$ cat config.mk
export PLATFORM = sky130hd
export DESIGN_NAME = gate_stager
export DESIGN_NICKNAME = d
export VERILOG_FILES = /design/src/rtl/gstg_pkg.sv /design/src/rtl/gstg_deglitch.sv /design/src/rtl/gstg_step_timer.sv /design/src/rtl/gstg_seq.sv /design/src/rtl/gate_stager.sv
export SDC_FILE = /design/constraint.sdc
export NUM_CORES = 1
export LEC_CHECK = 0
export ABC_CLOCK_PERIOD_IN_PS = 1900
export CELL_PAD_IN_SITES_DETAIL_PLACEMENT = 1
export CELL_PAD_IN_SITES_GLOBAL_PLACEMENT = 1
export CORE_ASPECT_RATIO = 1.5
export CORE_MARGIN = 4
export CORE_UTILIZATION = 43
export CTS_CLUSTER_DIAMETER = 80
export CTS_CLUSTER_SIZE = 12
export DETAILED_ROUTE_END_ITERATION = 7
export PLACE_DENSITY = 0.84
export SLEW_MARGIN = 10
export SYNTH_ARGS = -nofsm -noshare
export SYNTH_HDL_FRONTEND = slang
export SYNTH_SLANG_ARGS = --single-unit
$ cat constraint.sdc
create_clock -name clk -period 1.9 [get_ports clk]
set_clock_uncertainty 0.05 [all_clocks]
set_input_delay 0.285 -clock clk [delete_from_list [all_inputs] [get_ports clk]]
set_output_delay 0.285 -clock clk [all_outputs]
set_load 0.02 [all_outputs]
$ cat src/rtl/gstg_pkg.sv
package gstg_pkg;

   typedef enum logic [2:0] {
      LV_OFF  = 3'd0,
      LV_2V5  = 3'd1,
      LV_4V5  = 3'd2,
      LV_6V5  = 3'd3,
      LV_9V5  = 3'd4,
      LV_FULL = 3'd5
   } gate_lvl_e;

   typedef enum logic [2:0] {
      ST_OFF,
      ST_RISE,
      ST_ON,
      ST_FALL1,
      ST_FALL2,
      ST_SOFT1,
      ST_SOFT2,
      ST_SOFT3
   } seq_st_e;

   function automatic gate_lvl_e lvl_of(input seq_st_e s);
      case (s)
         ST_RISE, ST_FALL1, ST_SOFT1: lvl_of = LV_9V5;
         ST_ON:                       lvl_of = LV_FULL;
         ST_FALL2:                    lvl_of = LV_4V5;
         ST_SOFT2:                    lvl_of = LV_6V5;
         ST_SOFT3:                    lvl_of = LV_2V5;
         default:                     lvl_of = LV_OFF;
      endcase
   endfunction

   function automatic int ns_to_cyc(input int ns, input int clk_ns);
      ns_to_cyc = (ns + clk_ns - 1) / clk_ns;
   endfunction

endpackage

$ cat src/rtl/gstg_deglitch.sv
module gstg_deglitch #(
   parameter int CYC = 20
) (
   input  logic clk,
   input  logic rst_n,
   input  logic raw,
   output logic filt
);
   generate
      if (CYC <= 1) begin : g_bypass
         always_ff @(posedge clk or negedge rst_n) begin
            if (!rst_n) filt <= 1'b0;
            else        filt <= raw;
         end
      end else begin : g_count
         localparam int CW = $clog2(CYC);
         logic [CW-1:0] cnt;
         always_ff @(posedge clk or negedge rst_n) begin
            if (!rst_n) begin
               cnt  <= '0;
               filt <= 1'b0;
            end else if (raw == filt) begin
               cnt <= '0;
            end else if (cnt == CW'(CYC - 1)) begin
               cnt  <= '0;
               filt <= raw;
            end else begin
               cnt <= cnt + 1'b1;
            end
         end
      end
   endgenerate
endmodule

$ cat src/rtl/gstg_step_timer.sv
module gstg_step_timer #(
   parameter int W = 5
) (
   input  logic         clk,
   input  logic         rst_n,
   input  logic         load,
   input  logic [W-1:0] load_val,
   output logic         expired
);
   logic [W-1:0] cnt;

   always_ff @(posedge clk or negedge rst_n) begin
      if (!rst_n)            cnt <= '0;
      else if (load)         cnt <= load_val;
      else if (cnt != '0)    cnt <= cnt - 1'b1;
   end

   assign expired = (cnt == '0);
endmodule

$ cat src/rtl/gstg_seq.sv
module gstg_seq
   import gstg_pkg::*;
#(
   parameter int W        = 5,
   parameter int ON_CYC   = 20,
   parameter int OFF_CYC  = 20,
   parameter int SOFT_CYC = 25
) (
   input  logic         clk,
   input  logic         rst_n,
   input  logic         cmd,
   input  logic         trip,
   input  logic         hold,
   input  logic         expired,
   output seq_st_e      st,
   output logic         ld,
   output logic [W-1:0] ld_val
);
   localparam logic [W-1:0] ON_LD   = W'(ON_CYC - 1);
   localparam logic [W-1:0] OFF_LD  = W'(OFF_CYC - 1);
   localparam logic [W-1:0] SOFT_LD = W'(SOFT_CYC - 1);

   seq_st_e nxt;
   logic    rearm_q;
   logic    enter_soft;

   always_comb begin
      nxt        = st;
      ld         = 1'b0;
      ld_val     = '0;
      enter_soft = 1'b0;
      case (st)
         ST_OFF: begin
            if (cmd && !hold && !rearm_q) begin
               nxt = ST_RISE;  ld = 1'b1;  ld_val = ON_LD;
            end
         end
         ST_RISE, ST_ON, ST_FALL1: begin
            if (trip) begin
               nxt = ST_SOFT1;  ld = 1'b1;  ld_val = SOFT_LD;  enter_soft = 1'b1;
            end else if (st == ST_RISE) begin
               if (expired) nxt = ST_ON;
            end else if (st == ST_ON) begin
               if (!cmd || hold) begin
                  nxt = ST_FALL1;  ld = 1'b1;  ld_val = OFF_LD;
               end
            end else if (expired) begin
               nxt = ST_FALL2;  ld = 1'b1;  ld_val = OFF_LD;
            end
         end
         ST_FALL2: begin
            if (trip) begin
               nxt = ST_SOFT3;  ld = 1'b1;  ld_val = SOFT_LD;  enter_soft = 1'b1;
            end else if (expired) begin
               nxt = ST_OFF;
            end
         end
         ST_SOFT1: if (expired) begin nxt = ST_SOFT2; ld = 1'b1; ld_val = SOFT_LD; end
         ST_SOFT2: if (expired) begin nxt = ST_SOFT3; ld = 1'b1; ld_val = SOFT_LD; end
         ST_SOFT3: if (expired) nxt = ST_OFF;
         default:  nxt = ST_OFF;
      endcase
   end

   always_ff @(posedge clk or negedge rst_n) begin
      if (!rst_n) begin
         st      <= ST_OFF;
         rearm_q <= 1'b0;
      end else begin
         st <= nxt;
         if (enter_soft)  rearm_q <= 1'b1;
         else if (!cmd)   rearm_q <= 1'b0;
      end
   end
endmodule

$ cat src/rtl/gate_stager.sv
module gate_stager
   import gstg_pkg::*;
#(
   parameter int CLK_NS     = 10,
   parameter int FILT_NS    = 200,
   parameter int ON_STEP_NS = 200,
   parameter int OFF_STEP_NS = 200,
   parameter int SOFT_STEP_NS = 250
) (
   input  logic       clk,
   input  logic       rst_n,
   input  logic       pwm_cmd,
   input  logic       desat_trip,
   input  logic       fault_hold,
   output logic [2:0] gate_lvl,
   output logic       busy
);
   localparam int FILT_CYC = ns_to_cyc(FILT_NS, CLK_NS);
   localparam int ON_CYC   = ns_to_cyc(ON_STEP_NS, CLK_NS);
   localparam int OFF_CYC  = ns_to_cyc(OFF_STEP_NS, CLK_NS);
   localparam int SOFT_CYC = ns_to_cyc(SOFT_STEP_NS, CLK_NS);
   localparam int MAX_A    = (ON_CYC > OFF_CYC) ? ON_CYC : OFF_CYC;
   localparam int MAX_CYC  = (MAX_A > SOFT_CYC) ? MAX_A : SOFT_CYC;
   localparam int TW       = $clog2(MAX_CYC + 1);

   generate
      if (CLK_NS < 1)   begin : g_bad_clk  $error("CLK_NS must be positive"); end
      if (ON_CYC < 1)   begin : g_bad_on   $error("turn-on step must be at least one cycle"); end
      if (OFF_CYC < 1)  begin : g_bad_off  $error("turn-off step must be at least one cycle"); end
      if (SOFT_CYC < 1) begin : g_bad_soft $error("soft step must be at least one cycle"); end
   endgenerate

   logic          cmd_f;
   logic          tmr_ld;
   logic [TW-1:0] tmr_val;
   logic          tmr_exp;
   seq_st_e       st;

   gstg_deglitch #(.CYC(FILT_CYC)) u_filt (
      .clk(clk), .rst_n(rst_n), .raw(pwm_cmd), .filt(cmd_f)
   );

   gstg_step_timer #(.W(TW)) u_tmr (
      .clk(clk), .rst_n(rst_n), .load(tmr_ld), .load_val(tmr_val), .expired(tmr_exp)
   );

   gstg_seq #(.W(TW), .ON_CYC(ON_CYC), .OFF_CYC(OFF_CYC), .SOFT_CYC(SOFT_CYC)) u_seq (
      .clk(clk), .rst_n(rst_n), .cmd(cmd_f), .trip(desat_trip), .hold(fault_hold),
      .expired(tmr_exp), .st(st), .ld(tmr_ld), .ld_val(tmr_val)
   );

   assign gate_lvl = lvl_of(st);
   assign busy     = !(st == ST_OFF || st == ST_ON);
endmodule

==> flow_summary.json <==
{
  "routed_wirelength_um": 2500,
  "dr_drc_count": 0,
  "grt_start_max_net_pins": 16,
  "intPower_mw": 0.956,
  "cts.sink_count": 15,
  "worstHoldPathType": "primary input to asynchronous set/reset pin",
  "rsz0062_at_grt": "no",
  "synth_area_um2": 1060,
  "critical-path-max-stage-delay_ns": 0.42,
  "synth_top_cell_area_share_pct": 35.5,
  "post_route_cells_drive_above_1_share_pct": 20.3,
  "clk_root_buffer_cell": "sky130_fd_sc_hd__clkbuf_4",
  "dieWidth_um": 48.5,
  "synth_top_area_cell": "sky130_fd_sc_hd__dfrtp_1",
  "worst_setup_path_end_kind": "flop",
  "design.core.area_um2": 2290,
  "comb_power_share_pct": 56.1,
  "global_route_wire_length_before_repair_um": 4760,
  "timing.critical_path.fanout_max": 10,
  "relative_contribution_of_the_clock_network_to_total_power_pct": 11.1,
  "number_of_global_route_vias_before_repair": 1061,
  "num_io_pins": 9,
  "routabilityCongestion": 0.778,
  "whs_ns": 0.247,
  "fp.dieArea_um2": 3330,
  "worstSetupStartpointType": "flop",
  "clk-insertion-delay-late_ns": 0.30,
  "max_cap_viol_count": 0,
  "die_height_um": 68.7,
  "via_count": 897,
  "antenna_cells_inserted": 0,
  "worst_setup_slack_for_register_to_register_paths_ns": 0.15,
  "viasPerCell": 5.75,
  "finalSetupViolCount": 0,
  "portion_of_the_post_synthesis_area_used_by_sequential_elements_pct": 35.5,
  "slew_viol_final": 0,
  "syn_area_per_cell_um2": 9.03,
  "cts_max_level": 1,
  "hpwlAfterDp_um": 1980,
  "timing.setup.critical_path_class": "flop to flop",
  "synth_nets": 125,
  "synth_edf_count": 0,
  "power_switching_share_pct": 44.3,
  "slowest_stage": "sky130_fd_sc_hd__dfrtp_1",
  "antenna_found_initial": 0,
  "detailedRoute.firstPassIterationCount": 6,
  "synthCells": 117,
  "period_needed_ns": 1.75,
  "ys_flop_type": "sky130_fd_sc_hd__dfrtp_1",
  "number_of_warnings_issued_by_yosys": 0,
  "worstPathArrival_ns": 1.88,
  "worstSetupStartpoint": "u_tmr.cnt[0]",
  "async_flop_share_pct": 100,
  "power_per_cell_area_nw_per_um2": 1400,
  "reg2reg_to": "u_tmr.cnt[1]",
  "p_sw_mw": 0.762,
  "path_clk_slew_ns": 0.10,
  "area.growth.synth_to_final_pct": 16.2,
  "hold_viol": 0,
  "grtUsageTotal_pct": 18.6,
  "period_share_pct": 92.1,
  "max_rail_drop_vdd_uv": 650,
  "status": "completed",
  "slew_headroom_pct": 74.2,
  "num-nets-final": 142,
  "p_leak_nw": 0.536,
  "timing_worst_slew_pin_value_ns": 0.384,
  "postCtsHoldBufs": 0,
  "floorplan.initialDensity_pct": 46.2,
  "rows": 21,
  "worst-endpoint-required_ns": 2.03,
  "place.port_buffers": 8,
  "detail-route-antenna-nets": 0,
  "p_seq_share_pct": 32.8,
  "crit_path_cell_trace": "inv_1 > ha_1 > nor4b_4 > buf_6 > a21oi_1 > a211o_1 > nand2_1 > o21ai_1",
  "tritoncts": "done",
  "drt-wirelength-per-cell_um": 16.0,
  "cts-root-to-sink-buffers": 2,
  "worstRegToRegCells": 8,
  "detailedRoute.firstIterationViolations": 9,
  "flop_and_latch_count_out_of_synthesis": 15,
  "netlist_top_cells_area": "sky130_fd_sc_hd__dfrtp_1, sky130_fd_sc_hd__xnor2_1, sky130_fd_sc_hd__a21oi_1",
  "gr-total-overflow": 0,
  "clock.fmax_mhz": 572,
  "yosys.cell_types.count": 39,
  "critical_path.reg2reg.startpoint": "u_tmr.cnt[0]",
  "timing.setup.tns_ns": 0,
  "cts-buffers-inserted": 3
}
-- power groups by stage --
stage / sequential, mW / clock [mW] / combinational, mW
after floorplan: 0.501 / 0 / 0.751
after global routing: 0.584 / 0.217 / 1.08
final: 0.564 / 0.191 / 0.964
after CTS: 0.565 / 0.196 / 0.975
after global placement: 0.555 / 0 / 0.951
after detailed placement: 0.566 / 0 / 0.993
-- state kept, by name, indices dropped and copies added (netlist names) --
register / count
u_filt.g_count.cnt: 5
u_tmr.cnt: 5
u_seq.st: 3
u_filt.filt: 1
u_seq.rearm_q: 1
-- critical path, delay by kind of cell, from the launching register on --
kind | cells | cell delay (ns)
AOI/OAI and AO/OA | 3 | 0.43
adders and majority gates | 1 | 0.18
buffers and inverters | 2 | 0.28
DFF | 1 | 0.42
and+or+nand+nor | 2 | 0.28
-- routing by layer --
layer / GRT usage (%) / part of all wire, % / wire [um] / vias up
met4: 10.1 / 2.0 / 51 / 0
met1: 18.6 / 39 / 981 / 434
met5: 0 / 0 / 0 / -
li1: - / - / - / 444
met3: 3.44 / 2.2 / 54 / 6
met2: 35.9 / 56 / 1410 / 13
-- synthesized netlist by cell type, types with 2 or more instances --
| cell type | number |
|---|---|
| sky130_fd_sc_hd__dfrtp_1 | 15 |
| sky130_fd_sc_hd__nand2_1 | 12 |
| sky130_fd_sc_hd__a21oi_1 | 11 |
| sky130_fd_sc_hd__nor2_1 | 10 |
| sky130_fd_sc_hd__xnor2_1 | 8 |
| sky130_fd_sc_hd__buf_2 | 4 |
| sky130_fd_sc_hd__inv_1 | 4 |
| sky130_fd_sc_hd__nor2b_1 | 4 |
| sky130_fd_sc_hd__nor3_1 | 4 |
| sky130_fd_sc_hd__a22oi_1 | 3 |
| sky130_fd_sc_hd__ha_1 | 3 |
| sky130_fd_sc_hd__nand3_1 | 3 |
| sky130_fd_sc_hd__o21ai_1 | 3 |
| sky130_fd_sc_hd__a211o_1 | 2 |
| sky130_fd_sc_hd__buf_6 | 2 |
| sky130_fd_sc_hd__mux2_2 | 2 |
| sky130_fd_sc_hd__nand2b_1 | 2 |
| sky130_fd_sc_hd__nor4b_4 | 2 |
| sky130_fd_sc_hd__o21ai_0 | 2 |
| sky130_fd_sc_hd__o31ai_1 | 2 |
-- kinds of logic (layout without fill, tap and decap cells) --
family	count (synthesis)	in the layout	synth area share [%]
AO/OA/AOI/OAI	32	32	20.4
buffers and inverters	12	28	6.52
AND/OR/NAND/NOR	43	43	23.5
flip-flops	15	15	35.5
XOR/XNOR	9	9	7.46
adder cells (fa/ha/maj)	3	3	3.55
multiplexers	3	3	3.08
-- worst max-delay path by stage --
stage / end / slack (ns) / cells after the start
final: u_tmr.cnt[1] / 0.15 / 8
after global routing: u_tmr.cnt[1] / 0.002 / 8
after CTS: u_tmr.cnt[1] / 0.09 / 8
after detailed placement: u_tmr.cnt[1] / 0.005 / 6
after global placement: u_tmr.cnt[1] / 0.05 / 6
after floorplan: u_tmr.cnt[0] / 0.36 / 7
-- area by class of cell --
cell class,count,area [um^2]
fill,274,1060
multi-input combinational,90,612
sequential,15,379
timing repair buffer,19,161
tap,23,28.8
clock buffer,3,22.5
inverter,5,18.8
clock inverter,1,5.00
-- through the flow --
stage               cells  power, mW  cell area [um^2]  utilization (%)  setup WS [ns]
CTS                   156       1.74              1220             53.5         0.0943
global route          156       1.88              1230             53.7        0.00155
finish                156       1.72              1230             53.7          0.151
detailed placement    152       1.56              1200             52.4        0.00476
global placement      152       1.51              1200             52.4         0.0461
floorplan             117       1.25              1060                -          0.359
-- placed cells by master, fill, tap and decap left out, types with 2 or more instances in the layout --
cell type / count
sky130_fd_sc_hd__dlygate4sd2_1: 4
sky130_fd_sc_hd__xnor2_1: 8
sky130_fd_sc_hd__mux2_2: 2
sky130_fd_sc_hd__inv_1: 4
sky130_fd_sc_hd__o21ai_1: 3
sky130_fd_sc_hd__ha_1: 3
sky130_fd_sc_hd__nor3_1: 4
sky130_fd_sc_hd__nor2_1: 10
sky130_fd_sc_hd__a22oi_1: 3
sky130_fd_sc_hd__o31ai_1: 2
sky130_fd_sc_hd__nand3_1: 3
sky130_fd_sc_hd__o21ai_0: 2
sky130_fd_sc_hd__nor4b_4: 2
sky130_fd_sc_hd__dfrtp_1: 12
sky130_fd_sc_hd__a21oi_1: 11
sky130_fd_sc_hd__a211o_1: 2
sky130_fd_sc_hd__nor2b_1: 4
sky130_fd_sc_hd__nand2_1: 12
sky130_fd_sc_hd__buf_4: 10
sky130_fd_sc_hd__nand2b_1: 2
sky130_fd_sc_hd__clkbuf_4: 3
sky130_fd_sc_hd__clkdlybuf4s50_1: 4
sky130_fd_sc_hd__dfrtp_2: 3
-- repair_timing --
item | CTS | global route
endpoints found under the hold margin | 0 | 0
cloned | 0 | 0
resized for setup | 7 | 1
buffers inserted | 0 | 0
endpoints found under the setup margin | 4 | 2
(Power assumes the default switching activity.)
